`src/rtl/xptr_pkg.sv`:
```
package xptr_pkg;
  typedef struct packed {
    logic auto_step;
    logic auto_swap;
    logic dir1;
    logic dir0;
    logic sel;
  } xptr_ctrl_t;

  localparam int unsigned SEL_BIT  = 0;
  localparam int unsigned DIR0_BIT = 2;
  localparam int unsigned DIR1_BIT = 3;
  localparam int unsigned SWAP_BIT = 5;
  localparam int unsigned STEP_BIT = 6;
endpackage

```
`src/rtl/xptr_step.sv`:
```
module xptr_step #(
  parameter int unsigned W = 16
) (
  input  logic [W-1:0] val,
  input  logic         down,
  output logic [W-1:0] nxt
);
  always_comb nxt = down ? (val - W'(1)) : (val + W'(1));
endmodule

```
`src/rtl/xptr_ctrl.sv`:
```
module xptr_ctrl
  import xptr_pkg::*;
#(
  parameter int unsigned ADDR_W    = 8,
  parameter int unsigned DATA_W    = 8,
  parameter int unsigned CTRL_ADDR = 'h86
) (
  input  logic              clk,
  input  logic              rst_n,
  input  logic [ADDR_W-1:0] reg_addr,
  input  logic              reg_we,
  input  logic [DATA_W-1:0] reg_wdata,
  input  logic              xmove_stb,
  input  logic              swap_stb,
  output xptr_ctrl_t        ctrl,
  output logic [DATA_W-1:0] ctrl_rd
);
  logic wr_hit;
  logic flip;

  always_comb begin
    wr_hit = reg_we && (reg_addr == ADDR_W'(CTRL_ADDR));
    flip   = swap_stb | (xmove_stb & ctrl.auto_swap);
  end

  always_ff @(posedge clk) begin
    if (!rst_n) begin
      ctrl <= '0;
    end else if (wr_hit) begin
      ctrl.sel       <= reg_wdata[SEL_BIT];
      ctrl.dir0      <= reg_wdata[DIR0_BIT];
      ctrl.dir1      <= reg_wdata[DIR1_BIT];
      ctrl.auto_swap <= reg_wdata[SWAP_BIT];
      ctrl.auto_step <= reg_wdata[STEP_BIT];
    end else if (flip) begin
      ctrl.sel <= ~ctrl.sel;
    end
  end

  always_comb begin
    ctrl_rd = '0;
    if (reg_addr == ADDR_W'(CTRL_ADDR)) begin
      ctrl_rd[SEL_BIT]  = ctrl.sel;
      ctrl_rd[DIR0_BIT] = ctrl.dir0;
      ctrl_rd[DIR1_BIT] = ctrl.dir1;
      ctrl_rd[SWAP_BIT] = ctrl.auto_swap;
      ctrl_rd[STEP_BIT] = ctrl.auto_step;
    end
  end

  assert_swap_R6: assert property (@(posedge clk) disable iff (!rst_n)
    (swap_stb && !wr_hit) |=> (ctrl.sel != $past(ctrl.sel)));

  assert_auto_swap_R7: assert property (@(posedge clk) disable iff (!rst_n)
    (xmove_stb && ctrl.auto_swap && !wr_hit) |=> (ctrl.sel != $past(ctrl.sel)));

  assert_sel_hold_R7: assert property (@(posedge clk) disable iff (!rst_n)
    (!swap_stb && !(xmove_stb && ctrl.auto_swap) && !wr_hit) |=> $stable(ctrl.sel));
endmodule

```
`src/rtl/xptr_cell.sv`:
```
module xptr_cell #(
  parameter int unsigned PTR_W  = 16,
  parameter int unsigned DATA_W = 8,
  parameter int unsigned ADDR_W = 8,
  parameter int unsigned BASE   = 'h82
) (
  input  logic              clk,
  input  logic              rst_n,
  input  logic [ADDR_W-1:0] reg_addr,
  input  logic              reg_we,
  input  logic [DATA_W-1:0] reg_wdata,
  input  logic              step_en,
  input  logic              step_down,
  output logic [PTR_W-1:0]  ptr,
  output logic [DATA_W-1:0] rd
);
  localparam int unsigned NB = PTR_W / DATA_W;

  logic [PTR_W-1:0] stepped;
  logic [NB-1:0]    byte_hit;

  xptr_step #(.W(PTR_W)) i_step (
    .val  (ptr),
    .down (step_down),
    .nxt  (stepped)
  );

  for (genvar b = 0; b < NB; b++) begin : g_byte
    assign byte_hit[b] = reg_we && (reg_addr == ADDR_W'(BASE + b));

    always_ff @(posedge clk) begin
      if (!rst_n)
        ptr[b*DATA_W +: DATA_W] <= '0;
      else if (byte_hit[b])
        ptr[b*DATA_W +: DATA_W] <= reg_wdata;
      else if (step_en)
        ptr[b*DATA_W +: DATA_W] <= stepped[b*DATA_W +: DATA_W];
    end

    assert_write_wins_R9: assert property (@(posedge clk) disable iff (!rst_n)
      byte_hit[b] |=> (ptr[b*DATA_W +: DATA_W] == $past(reg_wdata)));
  end

  always_comb begin
    rd = '0;
    for (int b = 0; b < NB; b++)
      if (reg_addr == ADDR_W'(BASE + b)) rd = ptr[b*DATA_W +: DATA_W];
  end

  assert_step_R5: assert property (@(posedge clk) disable iff (!rst_n)
    (step_en && byte_hit == '0) |=>
      (ptr == ($past(step_down) ? $past(ptr) + PTR_W'({PTR_W{1'b1}}) : $past(ptr) + PTR_W'(1))));

  assert_idle_hold_R4: assert property (@(posedge clk) disable iff (!rst_n)
    (!step_en && byte_hit == '0) |=> $stable(ptr));
endmodule

```
`src/rtl/xptr_bank.sv`:
```
module xptr_bank
  import xptr_pkg::*;
#(
  parameter int unsigned ADDR_W    = 8,
  parameter int unsigned DATA_W    = 8,
  parameter int unsigned PTR_W     = 16,
  parameter int unsigned P0_BASE   = 'h82,
  parameter int unsigned P1_BASE   = 'h84,
  parameter int unsigned CTRL_ADDR = 'h86
) (
  input  logic              clk,
  input  logic              rst_n,
  input  logic [ADDR_W-1:0] reg_addr,
  input  logic              reg_we,
  input  logic [DATA_W-1:0] reg_wdata,
  output logic [DATA_W-1:0] reg_rdata,
  input  logic              xmove_stb,
  input  logic              step_stb,
  input  logic              swap_stb,
  output logic [PTR_W-1:0]  xaddr
);
  localparam int unsigned NPTR = 2;

  xptr_ctrl_t        ctrl;
  logic [DATA_W-1:0] ctrl_rd;
  logic              do_step;
  logic [PTR_W-1:0]  ptr_q  [NPTR];
  logic [DATA_W-1:0] ptr_rd [NPTR];

  xptr_ctrl #(.ADDR_W(ADDR_W), .DATA_W(DATA_W), .CTRL_ADDR(CTRL_ADDR)) i_ctrl (
    .clk       (clk),
    .rst_n     (rst_n),
    .reg_addr  (reg_addr),
    .reg_we    (reg_we),
    .reg_wdata (reg_wdata),
    .xmove_stb (xmove_stb),
    .swap_stb  (swap_stb),
    .ctrl      (ctrl),
    .ctrl_rd   (ctrl_rd)
  );

  assign do_step = step_stb | (xmove_stb & ctrl.auto_step);

  for (genvar i = 0; i < NPTR; i++) begin : g_ptr
    xptr_cell #(
      .PTR_W  (PTR_W),
      .DATA_W (DATA_W),
      .ADDR_W (ADDR_W),
      .BASE   ((i == 0) ? P0_BASE : P1_BASE)
    ) i_cell (
      .clk       (clk),
      .rst_n     (rst_n),
      .reg_addr  (reg_addr),
      .reg_we    (reg_we),
      .reg_wdata (reg_wdata),
      .step_en   (do_step && (ctrl.sel == 1'(i))),
      .step_down ((i == 0) ? ctrl.dir0 : ctrl.dir1),
      .ptr       (ptr_q[i]),
      .rd        (ptr_rd[i])
    );
  end

  always_comb begin
    xaddr     = ctrl.sel ? ptr_q[1] : ptr_q[0];
    reg_rdata = ptr_rd[0] | ptr_rd[1] | ctrl_rd;
  end

  assert_one_strobe_R4: assert property (@(posedge clk) disable iff (!rst_n)
    $onehot0({xmove_stb, step_stb, swap_stb}));

  assert_read_quiet_R10: assert property (@(posedge clk) disable iff (!rst_n)
    (!reg_we && !xmove_stb && !step_stb && !swap_stb) |=> $stable(xaddr));
endmodule

```
`config.mk`:
```
export PLATFORM = sky130hd
export DESIGN_NAME = xptr_bank
export DESIGN_NICKNAME = d
export VERILOG_FILES = /design/src/rtl/xptr_pkg.sv /design/src/rtl/xptr_step.sv /design/src/rtl/xptr_ctrl.sv /design/src/rtl/xptr_cell.sv /design/src/rtl/xptr_bank.sv
export SDC_FILE = /design/constraint.sdc
export NUM_CORES = 1
export LEC_CHECK = 0
export BUFFER_PORTS_ARGS = -buffer_cell sky130_fd_sc_hd__buf_2
export CORE_MARGIN = 3
export CORE_UTILIZATION = 45
export CTS_CLUSTER_DIAMETER = 40
export DETAILED_ROUTE_END_ITERATION = 6
export SYNTH_ARGS = -nofsm -noshare
export SYNTH_HDL_FRONTEND = slang
export SYNTH_SLANG_ARGS = --single-unit
```
`constraint.sdc`:
```
create_clock -name clk -period 2.9 [get_ports clk]
set_input_delay 0.435 -clock clk [delete_from_list [all_inputs] [get_ports clk]]
set_output_delay 0.435 -clock clk [all_outputs]
set_load 0.05 [all_outputs]
```
==> run metrics <==
status=completed; DR WL/cell=18.3 um; synthesized-area fraction occupied by adder cells=0.112; Primary FF master, synth=dfxtp_1; Clock Skew=0.00502 ns; startpoint types=flop; synthesized instance count=453; CTS tree=built; CTS H-tree lvls=2; clock power share=0.341; crit-path max FO=14; Compound-Gate Fraction of Synth Area=0.254; Die Wd=about 94 um; Post-Route WL=10.7 mm; reg-to-reg setup timing slack=~0.25 ns; Layout Area Growth over Synthesis=11.1%; Hold Path Origin=reg_wdata[7]; fin util=0.525; CP max-delay cell=dfxtp_1; CTS Buf Count=5; worst path required time=3.09 ns; Overflow after GRT=0; RR Startpoint=i_ctrl.ctrl[2]$_SDFFE_PN0P_; asr flop ratio synth=0; initial core utilization=0.473; Tightest Hold Check Type=input pin to flop; LEAKAGE=0.00172 uW; I/O pin total=46; post-DP HPWL=8.16 mm; max_cap viols=0; hold endpoint=g_ptr[0].i_cell.ptr[15]$_SDFFE_PN0P_; n_diodes=0; die area=0.00884 mm2; fmax=377 MHz; initial DRC count=227; fraction of layout cells with a size suffix above 1=0.174; Simple-Gate Fraction of Synth Area=0.203; reg2reg path depth=8; Yosys reg bits=37; multiplexer share of the synthesized area=0.106; maximum buffer depth of the clock tree=2; Slew @ Worst Pin=~0.65 ns; DRC Markers=0; Placer Congestion=0.927; Reg power frac=0.489; Pwr Density=285 mW/mm2; RSZ-0062 raised after global routing=false; CTS resizes=0; Cell Rows=31; count of unique library cells instantiated by Yosys=52; port buffer count=45; Critical Path Sink Type=flop; DR vias=~3600; Sw Share=0.296; vias per std cell=6.09; Rel. slew slack=0.562; combinational share of power=0.170; CP peak stage delay=between 0.6 and 0.7 ns; XOR/XNOR share of the synthesized area=0.0729; Mapped Avg Cell Area=7.69 um2; Psw=~330 uW; cells along the critical path=ha_1 -> a21o_1 -> a31oi_1 -> nand2_1 -> o22ai_1 -> o221ai_1 -> mux2i_1 -> and4bb_2; setup_tns=0 ns; synth warn=0; fin crit share=0.915; Nets=540; VDD IR max=roughly 0.00020 V; Global Route Usage Sum=0.249; Final Critical Period=2.65 ns; RR Endpoint=g_ptr[1].i_cell.ptr[15]$_SDFFE_PN0P_; vias in the first global route=3363; cell area after synthesis=between 0.003 and 0.004 mm2; CP Class=flop to flop; 1st-pass router iterations=5; number of flops mapped to enable cells by yosys=0; first-pass GRT wire length=17.3 mm; post-route ant nets=0; internal power=just under 800 uW; Worst-Skew Late Latency=0.30 ns; fin area=0.00387 mm2; initial antenna violation count=0; post-synthesis sequential area ratio=0.213; # Post-CTS Setup Buffers=0; hold-critical path depth=3; Setup Viol. Count Final=0; largest net degree at the start of global routing=22; CP arrival=approximately 2.8 ns; die height=94.0 um; final hold vios=0; core area=~0.0074 mm2; clock tree sinks=37; largest family of logic cells by synthesized area=compound AO/OA/AOI/OAI gates; Worst-path clk slew=0.08 ns; root buf cell=clkbuf_8; Fillers=~760; placed inst area=0.00378 mm2; hold buffers post-CTS=0; Synth Net Count=505; Slew Viols, Final=0
-- per-layer routing --
layer,GRT usage,routed length [um],share of wire
met5,0,0,0
met4,0.0481,94,0.0088
met3,0.0457,835,0.078
met2,0.381,4560,0.42
met1,0.365,5250,0.49
-- through the flow --
stage	setup WS (ns)	std cells	total power, uW	hold WS, ns
finish	0.248	587	1100	0.460
global route	0.0378	587	1150	0.455
CTS	0.279	587	1110	0.460
detailed placement	0.302	580	736	0.476
global placement	0.410	580	735	0.471
floorplan	0.160	453	673	0.450
-- logic make-up after synthesis --
group                      Yosys count
and+or+nand+nor                    147
AOI/OAI and AO/OA                  143
DFF                                 37
muxes                               35
buffers and inverters               32
adders and majority gates           30
xor gates and xnor gates            29
-- power groups by stage --
stage / clock, uW / sequential (uW) / combinational [uW]
2_1_floorplan: 0 / 541 / 131
3_5_place_dp: 0 / 551 / 185
4_1_cts: 380 / 540 / 186
3_3_place_gp: 0 / 551 / 184
5_1_grt: 406 / 542 / 203
6_report: 376 / 540 / 188
-- how the worst max path moves through the flow --
stage,slack (ns),start,cells after the start,end
after floorplan,0.16,reg_addr[0],4,reg_rdata[0]
after global placement,0.41,reg_addr[3],7,reg_rdata[3]
after detailed placement,0.30,i_ctrl.ctrl[2]$_SDFFE_PN0P_,8,g_ptr[1].i_cell.ptr[15]$_SDFFE_PN0P_
after CTS,0.28,i_ctrl.ctrl[2]$_SDFFE_PN0P_,8,g_ptr[1].i_cell.ptr[15]$_SDFFE_PN0P_
after global routing,0.04,i_ctrl.ctrl[2]$_SDFFE_PN0P_,8,g_ptr[1].i_cell.ptr[14]$_SDFFE_PN0P_
final,0.25,i_ctrl.ctrl[2]$_SDFFE_PN0P_,8,g_ptr[1].i_cell.ptr[15]$_SDFFE_PN0P_
-- cells in the mapped netlist, types with 3 or more instances --
cell type	count	share of area
a21o_1	9	0.019
dfxtp_1	37	0.21
nand2b_1	4	0.0072
mux2i_1	19	0.055
a211oi_1	11	0.024
ha_1	28	0.10
xnor2_1	15	0.038
buf_2	3	0.0043
inv_1	5	0.0054
xor2_1	14	0.035
or2_2	4	0.0072
a311oi_1	6	0.015
and3_1	4	0.0072
nand3_1	18	0.026
nor2_1	40	0.043
nand2_1	45	0.048
o21bai_1	3	0.0065
o21ai_0	29	0.042
a31oi_1	16	0.029
o21a_1	5	0.011
a21oi_1	44	0.063
nor3_1	9	0.013
buf_1	3	0.0032
mux2_2	16	0.052
nand4_1	6	0.011
clkbuf_1	18	0.019
o22ai_1	7	0.013
nand3b_1	4	0.0086
-- state kept, by name (all words and copies together), names as in the netlist --
signal and flops:
i_ctrl.ctrl 5, g_ptr.i_cell.ptr 32
-- placed cells by master, fill, tap and decap left out, types with 2 or more instances in the layout --
cell type  count
fa_1           2
mux2_2        16
and3_1         4
o21a_1         5
a221oi_1       2
buf_4          9
nand2_1       45
a21o_1         9
or2_2          4
o211ai_1       2
ha_1          28
a211oi_1      11
clkbuf_8       6
xor2_1        14
nand3b_1       4
o21bai_1       3
nor4_1         2
a21oi_1       44
o22ai_1        7
nand4_1        6
nor3_1         9
inv_1          5
nand2b_1       4
nor2_1        40
a31oi_1       16
mux2i_1       19
a311oi_1       6
xnor2_1       15
or3b_1         2
o41ai_1        2
o21ai_0       29
nand3_1       18
buf_2         45
dfxtp_1       37
-- critical path: cells and delay by family, from the launching register on --
kind / cells / cell delay [ns]
multiplexers: 1 / 0.15
adder cells (fa/ha/maj): 1 / 0.40
flip-flops: 1 / 0.66
AND/OR/NAND/NOR: 2 / 0.32
AO/OA/AOI/OAI: 4 / 1.01
-- cell type report --
cell class                 count  area (um2)  area share
timing repair buffer          54         293      0.0756
sequential                    37         741       0.191
multi-input combinational    384        2610       0.673
inverter                       6        22.5     0.00582
clock buffer                   7        86.3      0.0223
tap                           99         124      0.0320
Power figures use the tool's default switching activity.
